===== src/rtl/fwd_pkg.sv =====
package fwd_pkg;
    typedef enum logic [1:0] {
        MODE_SAMPLE = 2'd0,
        MODE_DESC   = 2'd1,
        MODE_FLAT   = 2'd2
    } mode_e;

    localparam logic [31:0] SIG_VALID = 32'h0FF0_A55A;
endpackage


===== src/rtl/fwd_mode_fsm.sv =====
module fwd_mode_fsm
    import fwd_pkg::*;
#(
    parameter int SIG_W = 32
) (
    input  logic             clk,
    input  logic             rst_n,
    input  logic [SIG_W-1:0] sig_word,
    output mode_e            mode_q,
    output logic             mode_known,
    output logic             mode_desc
);
    mode_e mode_d;

    always_comb begin
        mode_d = mode_q;
        unique case (mode_q)
            MODE_SAMPLE: mode_d = (sig_word == SIG_VALID[SIG_W-1:0]) ? MODE_DESC : MODE_FLAT;
            MODE_DESC:   mode_d = MODE_DESC;
            MODE_FLAT:   mode_d = MODE_FLAT;
            default:     mode_d = MODE_SAMPLE;
        endcase
    end

    always_ff @(posedge clk) begin
        if (!rst_n) mode_q <= MODE_SAMPLE;
        else        mode_q <= mode_d;
    end

    always_comb begin
        mode_known = 1'b0;
        mode_desc  = 1'b0;
        unique case (mode_q)
            MODE_SAMPLE: begin mode_known = 1'b0; mode_desc = 1'b0; end
            MODE_DESC:   begin mode_known = 1'b1; mode_desc = 1'b1; end
            MODE_FLAT:   begin mode_known = 1'b1; mode_desc = 1'b0; end
            default:     begin mode_known = 1'b0; mode_desc = 1'b0; end
        endcase
    end
endmodule


===== src/rtl/fwd_addr_map.sv =====
module fwd_addr_map #(
    parameter int MAX_LOG2 = 24,
    parameter int MIN_LOG2 = 20,
    parameter int SEL_W    = 3
) (
    input  logic [MAX_LOG2-1:0] addr_low,
    input  logic [SEL_W-1:0]    size_sel,
    output logic [MAX_LOG2-1:0] flash_addr,
    output logic                in_window
);
    localparam int NUM_SIZES = MAX_LOG2 - MIN_LOG2 + 1;
    localparam logic [SEL_W-1:0] SEL_MAX = SEL_W'(NUM_SIZES - 1);

    logic [MAX_LOG2-1:0] mask_tbl [NUM_SIZES];
    logic [SEL_W-1:0]    sel_c;
    logic [MAX_LOG2-1:0] mask;

    for (genvar i = 0; i < NUM_SIZES; i++) begin : g_mask
        assign mask_tbl[i] = ~({MAX_LOG2{1'b1}} << (MIN_LOG2 + i));
    end

    always_comb begin
        sel_c      = (size_sel > SEL_MAX) ? SEL_MAX : size_sel;
        mask       = mask_tbl[sel_c];
        flash_addr = addr_low & mask;
        in_window  = &(addr_low | mask);
    end
endmodule


===== src/rtl/fwd_region_check.sv =====
module fwd_region_check #(
    parameter int MAX_LOG2   = 24,
    parameter int PAGE_SHIFT = 12
) (
    input  logic [MAX_LOG2-1:0]            flash_addr,
    input  logic [MAX_LOG2-PAGE_SHIFT-1:0] rgn_base,
    input  logic [MAX_LOG2-PAGE_SHIFT-1:0] rgn_limit,
    output logic                           rgn_hit
);
    logic [MAX_LOG2-PAGE_SHIFT-1:0] page;

    always_comb begin
        page    = flash_addr[MAX_LOG2-1:PAGE_SHIFT];
        rgn_hit = (page >= rgn_base) && (page <= rgn_limit);
    end
endmodule


===== src/rtl/flash_window_decoder.sv =====
module flash_window_decoder
    import fwd_pkg::*;
#(
    parameter int ADDR_W     = 32,
    parameter int MAX_LOG2   = 24,
    parameter int MIN_LOG2   = 20,
    parameter int SEL_W      = 3,
    parameter int PAGE_SHIFT = 12,
    parameter int DATA_W     = 8,
    parameter int SIG_W      = 32
) (
    input  logic                           clk,
    input  logic                           rst_n,
    input  logic                           rd_en,
    input  logic [ADDR_W-1:0]              rd_addr,
    input  logic [SEL_W-1:0]               size_sel,
    input  logic [SIG_W-1:0]               sig_word,
    input  logic [MAX_LOG2-PAGE_SHIFT-1:0] rgn_base,
    input  logic [MAX_LOG2-PAGE_SHIFT-1:0] rgn_limit,
    input  logic [DATA_W-1:0]              flash_rdata,
    output logic                           rsp_valid,
    output logic [MAX_LOG2-1:0]            rsp_addr,
    output logic                           rsp_pass,
    output logic                           rsp_unclaimed,
    output logic [DATA_W-1:0]              rd_data
);
    mode_e               mode_q;
    logic                mode_known;
    logic                mode_desc;
    logic [MAX_LOG2-1:0] flash_addr;
    logic                in_window;
    logic                rgn_hit;
    logic                claimed;
    logic                pass_c;

    fwd_mode_fsm #(.SIG_W(SIG_W)) u_fsm (
        .clk        (clk),
        .rst_n      (rst_n),
        .sig_word   (sig_word),
        .mode_q     (mode_q),
        .mode_known (mode_known),
        .mode_desc  (mode_desc)
    );

    fwd_addr_map #(
        .MAX_LOG2 (MAX_LOG2),
        .MIN_LOG2 (MIN_LOG2),
        .SEL_W    (SEL_W)
    ) u_map (
        .addr_low   (rd_addr[MAX_LOG2-1:0]),
        .size_sel   (size_sel),
        .flash_addr (flash_addr),
        .in_window  (in_window)
    );

    fwd_region_check #(
        .MAX_LOG2   (MAX_LOG2),
        .PAGE_SHIFT (PAGE_SHIFT)
    ) u_rgn (
        .flash_addr (flash_addr),
        .rgn_base   (rgn_base),
        .rgn_limit  (rgn_limit),
        .rgn_hit    (rgn_hit)
    );

    always_comb begin
        claimed = &rd_addr[ADDR_W-1:MAX_LOG2];
        if (!mode_known)   pass_c = 1'b0;
        else if (mode_desc) pass_c = in_window && rgn_hit;
        else               pass_c = 1'b1;
    end

    always_ff @(posedge clk) begin
        if (!rst_n) begin
            rsp_valid     <= 1'b0;
            rsp_addr      <= '0;
            rsp_pass      <= 1'b0;
            rsp_unclaimed <= 1'b0;
        end else begin
            rsp_valid <= rd_en;
            if (rd_en) begin
                rsp_addr      <= claimed ? flash_addr : '0;
                rsp_pass      <= claimed && pass_c;
                rsp_unclaimed <= !claimed;
            end else begin
                rsp_pass      <= 1'b0;
                rsp_unclaimed <= 1'b0;
            end
        end
    end

    always_comb begin
        rd_data = (rsp_valid && rsp_pass) ? flash_rdata : {DATA_W{1'b1}};
    end
endmodule


===== config.mk =====
export PLATFORM = sky130hd
export DESIGN_NAME = flash_window_decoder
export DESIGN_NICKNAME = d
export VERILOG_FILES = /design/src/rtl/fwd_pkg.sv /design/src/rtl/fwd_mode_fsm.sv /design/src/rtl/fwd_addr_map.sv /design/src/rtl/fwd_region_check.sv /design/src/rtl/flash_window_decoder.sv
export SDC_FILE = /design/constraint.sdc
export NUM_CORES = 1
export LEC_CHECK = 0
export ABC_AREA = 1
export CAP_MARGIN = 10
export CORE_UTILIZATION = 32
export DETAILED_ROUTE_END_ITERATION = 8
export PLACE_DENSITY = 0.81
export SYNTH_ARGS = -nofsm -noshare
export SYNTH_HDL_FRONTEND = slang
export SYNTH_SLANG_ARGS = --single-unit

===== constraint.sdc =====
create_clock -name clk -period 1.4 [get_ports clk]
set_input_delay 0.28 -clock clk [delete_from_list [all_inputs] [get_ports clk]]
set_output_delay 0.28 -clock clk [all_outputs]
set_load 0.01 [all_outputs]

; After elaboration in Yosys (flattened, before gate mapping)
; Memory sizes are Yosys's and may differ from the RTL's.
; Index checks and enable logic that the tools add are counted.
[totals]
reg_bits = 29
latch_bits = 0
ramBits = 0
mem_bits_ro = 192
output_inout_bits = 35
memories = 1
[mem_list]
columns = name, depth, width, read_ports, rd_ports_with_merged_regs, write_ports, line_no
row1 = (name not given), 8, 24, 1, 0, 0, fwd_addr_map.sv:24  ; mask = mask_tbl[sel_c];
[op_classes]
addsub = 0
n_mul = 0
div = 0
magnitude_cmp = 4
n_eq_ne = 3
shifts = 0
muxes = 11
bitwise = 3
n_reduce_logical = 10
[op_table]
columns = operator, n
row1 = 24-bit 2-to-1 mux, 3
row2 = "32-bit by 28-bit == test with 1-bit output, second input constant", 1
row3 = 24-bit AND, 1
row4 = 24-bit bitwise OR, 1
row5 = 24-bit AND reduction, 1
row6 = 12-bit greater-or-equal comparator, 1
row7 = 12-bit less-or-equal comparator, 1
row8 = 8-bit 2-to-1 mux, 1
row9 = 8-bit AND reduction, 1
row10 = 2-bit case mux with 3 select lines, 1
row11 = "4-bit greater-or-equal comparator, second input constant", 1
row12 = 1-bit logical AND, 4
row13 = 1-bit 2-to-1 mux, 4
row14 = 3-bit inverter with 4-bit output, 1
row15 = "3-bit > comparator, second input constant", 1
row16 = 3-bit 2-to-1 mux, 1
row17 = "2-bit by 1-bit == test with 1-bit output, second input constant", 1
row18 = "2-bit == test, second input constant", 1
row19 = 2-bit logical NOT, 1
row20 = 2-bit 2-to-1 mux, 1
row21 = 2-bit AND reduction, 1
row22 = 2-bit OR reduction, 1
row23 = 1-bit logical NOT, 1

; Longest topological paths before layout
[logic_depth]
ltp_word = 13
mapped_depth = 13
ltp_nobuf = 13

; Hierarchy
; A second synthesis with hierarchy kept.
[unflattened]
cells_unflattened = 342
hier_area_um2 = 2346.0
[by_module_without_submodules]
columns = mod, instances, cells_per_inst, area_each_um2
row1 = flash_window_decoder, 1, 132, 1121.1
row2 = fwd_region_check, 1, 110, 689.4
row3 = fwd_mode_fsm, 1, 61, 299.0
row4 = fwd_addr_map, 1, 39, 236.5

; Least setup slack after synthesis
; OpenSTA, ideal clock, no wires.
[synth_timing]
path_type = input-to-reg
start = in size_sel[1]
end = reg rsp_pass
arrival_ps = 1306
required_time_ps = 1287
path_slack_ps = -20
path_stages = 10
n_path_buf = 0
path_cell_list = nor2_1 -> nor2_1 -> ha_1 -> a21o_1 -> nand4_1 -> nand2_1 -> nor2_1 -> nand3_1 -> nand3_2 -> a21oi_2
[synth_between]
elab_chain_cells = 13
elab_cells_between_ends = 16
[synth_lines]
columns = item, line_no
row1 = "start, declared", flash_window_decoder.sv:16  ; input logic [SEL_W-1:0] size_sel,
row2 = 3-bit > comparator, fwd_addr_map.sv:23  ; sel_c = (size_sel > SEL_MAX) ? SEL_MAX : size_sel;
row3 = 3-bit 2-to-1 mux *, fwd_addr_map.sv:23
row4 = 3-bit inverter with 4-bit output (implied by the code) *, fwd_addr_map.sv:24
row5 = memory read 8 x 24 bit *, n/a
row6 = 24-bit 2-to-1 mux (implied by the code) * (2 in a row), fwd_addr_map.sv:24
row7 = 24-bit AND, fwd_addr_map.sv:25  ; flash_addr = addr_low & mask;
row8 = 12-bit greater-or-equal comparator or 12-bit less-or-equal comparator (tied branches), fwd_region_check.sv:14  ; rgn_hit = (page >= rgn_base) && (page <= rgn_limit);
row9 = 1-bit logical AND, fwd_region_check.sv:14
row10 = 1-bit logical AND *, flash_window_decoder.sv:69  ; else if (mode_desc) pass_c = in_window && rgn_hit;
row11 = 1-bit 2-to-1 mux *, flash_window_decoder.sv:69
row12 = 1-bit 2-to-1 mux *, flash_window_decoder.sv:68  ; if (!mode_known) pass_c = 1'b0;
row13 = 1-bit logical AND *, flash_window_decoder.sv:83  ; rsp_pass <= claimed && pass_c;
row14 = "end signal, assigned", flash_window_decoder.sv:83
row15 = "end, declared", flash_window_decoder.sv:23  ; output logic rsp_pass,
; Mark *: on every way between the ends. The rest lies on a longest branch, timed or not. The select of a mux whose other input is x is not followed.
; A chain may end at the register's enable or synchronous reset.

; Final worst setup path
[layout_timing]
start = in rd_addr[21]
end = reg rsp_pass
[layout_between]
elab_chain_cells = 7
elab_cells_between_ends = 10
[layout_lines]
columns = item, line_no
row1 = "start, declared", flash_window_decoder.sv:15  ; input logic [ADDR_W-1:0] rd_addr,
row2 = 24-bit AND, fwd_addr_map.sv:25
row3 = 12-bit greater-or-equal comparator or 12-bit less-or-equal comparator (tied branches), fwd_region_check.sv:14
row4 = 1-bit logical AND, fwd_region_check.sv:14
row5 = 1-bit logical AND *, flash_window_decoder.sv:69
row6 = 1-bit 2-to-1 mux *, flash_window_decoder.sv:69
row7 = 1-bit 2-to-1 mux *, flash_window_decoder.sv:68
row8 = 1-bit logical AND *, flash_window_decoder.sv:83
; Mark *: on every way between the ends. The rest lies on a longest branch, timed or not.

==> impl_metrics.py <==
metrics = {
    "status": {
        "outcome": "complete, but fails checks",
        "violations": "setup timing",
    },
    "global_route": {
        "grt_pass1_vias": 2385,
        "grt_pass1_wl_mm": 10.7,
        "grt.total_usage_pct": 21.8,
        "grt_overflow": 0,
        "antenna_found_initial": 0,
        "grt_max_degree": 18,
    },
    "drt": {
        "ant_nets": 0,
        "drt_drc_violations_left": 0,
        "drt-vias-per-instance": 4.65,
        "vias": 2480,
        "wl_per_cell_um": 13.4,
        "totalWireLength_mm": 7.12,
        "first_pass_iters": 6,
        "drtIter0Drc": 54,
    },
    "worst_setup_path": {
        "cpMostUsedCell": "nand3_2",
        "cp_cell_sequence": "dlygate4sd2_1, inv_2, nor2_4, ha_4, a21o_1, nand4_1, nand2_1, nor2_1, nand3_2, nand3_2, a21oi_2",
        "cp.required_ns": 1.57,
        "worstPathArrival_ns": 1.60,
        "cp_slowest_cell": "dlygate4sd2_1",
        "startpoint_type": "input pin",
        "worstSetupPathType": "input pin to register",
        "cp.buffers_inverters": 2,
        "crit_family": "simple AND/OR/NAND/NOR gates",
        "cp_slowest_stage_delay_ns": 0.23,
        "cp_max_fo": 3,
        "worstSetupEndpointType": "register",
    },
    "finish": {
        "final_core_util_pct": 68.1,
        "fill_cells": 510,
        "synthToLayoutAreaGrowth_pct": 106,
        "drive_gt1_share_pct": 28.6,
        "insertedDiodeCount": 0,
        "fin_nets": 581,
    },
    "cts": {
        "cts-root-buf": "clkbuf_8",
        "clk_path_buf_depth": 2,
        "clk_pin_slew_ns": 0.07,
        "cts_tree": "done",
        "clock_sinks": 29,
        "cts_buffers": 5,
        "ctsHtreeMaxLevel": 2,
        "hold_buffers": 0,
        "clock_latency_ns": 0.27,
    },
    "placement": {
        "dp_hpwl_mm": 5.29,
        "place_ws_ns": -0.668,
        "port_buffers": 136,
        "gp_congestion": 0.809,
    },
    "sta": {
        "finClkSkew_ns": 0.0000874,
        "report.final.slew_viol_count": 0,
        "hold_viol": 0,
        "maxSlewHeadroom_pct": 75.9,
        "whs_ns": 0.334,
        "worst_pin_slew_ns": 0.359,
        "period_minus_slack_ns": 1.43,
        "timing.final.crit_share_pct": 102,
        "rsz0062_at_grt": "yes",
        "setup_viol_count_final": 1,
        "fin_ws_ns": -0.0308,
        "fmax_ghz": 0.699,
    },
    "power_and_ir_drop": {
        "p_seq_share_pct": 37.0,
        "p_switching_mw": 0.627,
        "clock_power_share_pct": 29.1,
        "internal-power_mw": 1.62,
        "pwr-share-comb_pct": 33.8,
        "switching_share_pct": 27.9,
        "p_leak_nw": 1.89,
        "powerDensity_mw_per_mm2": 561,
        "ir_worst_vdd_mv": 0.377,
    },
    "floorplanning": {
        "initial_core_util_pct": 33.0,
        "placeableCoreArea_mm2": 0.00589,
        "io_pins": 137,
        "num_rows": 28,
        "die_w_um": 79.9,
        "dieArea_mm2": 0.00639,
        "die_y_um": 79.9,
    },
    "min_path": {
        "worstHoldPathType": "input pin to register",
    },
    "synthesis": {
        "syn_avg_cell_area_um2": 6.70,
        "ys_warn_count": 0,
        "synth_nets": 414,
        "netlist_area_mm2": 0.00194,
        "ys.flop_type": "dfxtp_1",
        "synth-edff-count": 0,
        "synthCells": 290,
        "synth-seq-area-share_pct": 29.9,
        "yosys-top-cells-area": "dfxtp_1 30%, nand2_1 15%, ha_1 14%",
        "ys_ff_latch": 29,
        "synth.distinct_cells": 29,
        "synth_top_area_cell": "dfxtp_1",
        "synthArstFlopShare_pct": 0,
        "synth_top_area_share_pct": 29.9,
    },
    "run": {
        "cap_violations": 0,
    },
}
## layer usage
metal  vias up  part of all wire, %  GRT usage (%)
li1       1259                    -              -
met1      1111                   37           21.9
met2       102                   55           44.5
met3         8                  7.0           5.49
met4         0                 0.97           3.57
met5         -                    0              0
## cell usage after synthesis, types with 2 or more instances
| cell | number |
|---|---|
| a21o_1 | 2 |
| a21oi_1 | 32 |
| buf_2 | 2 |
| clkbuf_1 | 4 |
| dfxtp_1 | 29 |
| ha_1 | 22 |
| inv_1 | 48 |
| inv_2 | 2 |
| nand2_1 | 79 |
| nand2_2 | 2 |
| nand2_4 | 2 |
| nand3_1 | 7 |
| nand3_2 | 3 |
| nand4_1 | 8 |
| nor2_1 | 19 |
| nor2_2 | 3 |
| nor3_1 | 2 |
| nor4_1 | 2 |
| o21ai_0 | 4 |
| or2_2 | 9 |
## through the flow
step | power, mW | area [um^2] | instances | setup TNS (ns)
after floorplan | 1.06 | 1950 | 290 | 0
after global placement | 1.45 | 3570 | 517 | -7.42
after detailed placement | 1.47 | 3570 | 517 | -8.22
after CTS | 2.21 | 3860 | 532 | -0.0346
after global routing | 2.37 | 4010 | 533 | -0.0912
final | 2.25 | 4010 | 533 | -0.0308
## cells in the final DEF, fill, tap and decap left out, types with 2 or more instances in the layout
cell              n
a21o_1            2
a21oi_1          27
a21oi_2           4
a21oi_4           2
buf_12            2
buf_2             2
buf_4            25
buf_6            11
clkbuf_8          5
clkdlybuf4s50_1  65
clkinv_2          2
dfxtp_1          27
dlygate4sd2_1    55
dlymetal6s2s_1    3
ha_1              4
ha_2              2
ha_4             16
inv_1            31
inv_2            19
nand2_1          70
nand2_2           9
nand2_4           4
nand3_1           5
nand3_2           5
nand4_1           8
nor2_1           15
nor2_2            2
nor2_4            5
nor3_2            2
nor4_1            2
o21ai_0           2
or2_4             8
## power by group through the flow
stage / sequential (mW) / combinational, mW / clock (mW)
finish: 0.832 / 0.760 / 0.655
detailed placement: 0.852 / 0.618 / 0
floorplan: 0.853 / 0.209 / 0
global placement: 0.852 / 0.600 / 0
global route: 0.832 / 0.828 / 0.712
CTS: 0.834 / 0.698 / 0.674
## logic make-up after synthesis
family                   Yosys count  share of synthesized area (%)
AO/OA/AOI/OAI                     44                           12.4
adder cells (fa/ha/maj)           22                           14.2
buffers and inverters             57                           11.1
flip-flops                        29                           29.9
AND/OR/NAND/NOR                  138                           32.4
## state kept, by name, summed over array words and instances (netlist names)
name,flops
u_fsm.mode_q,2
rsp_unclaimed,1
rsp_pass,1
rsp_addr,24
rsp_valid,1
## worst register-to-register path: cells and delay by family (launching register included)
kind / cells / cell delay [ns]
AOI/OAI and AO/OA: 1 / 0.12
DFF: 1 / 0.33
and+or+nand+nor: 4 / 0.65
## timing repair
action                                  in CTS  in global routing
pin swaps                                   47                 20
gates cloned                                 0                  0
endpoints found under the setup margin      36                 26
gates resized for setup                    164                 33
buffers inserted                             7                  1
## final timing paths
check | start | end | slack (ns) | cells after the start
hold / removal | rd_addr[14] | rsp_addr[14] | 0.33 | 3
setup / recovery | rd_addr[21] | rsp_pass | -0.03 | 11
setup reg to reg | u_fsm.mode_q[1] | u_fsm.mode_q[0] | 0.24 | 5
hold reg to reg | rsp_addr[4] | rsp_addr[4] | 0.46 | 2
## cell type report
cell class / count / area [um^2] / share of cell area [%]
repair buffers: 166 / 1560 / 38.9
multi-input cells: 204 / 1500 / 37.3
flip-flops and latches: 29 / 586 / 14.6
inverters: 51 / 191 / 4.78
well taps: 75 / 93.8 / 2.34
clock buffers: 6 / 72.6 / 1.81
clock inverters: 2 / 10.0 / 0.250
Note: power is estimated with default switching activity, not from simulation.
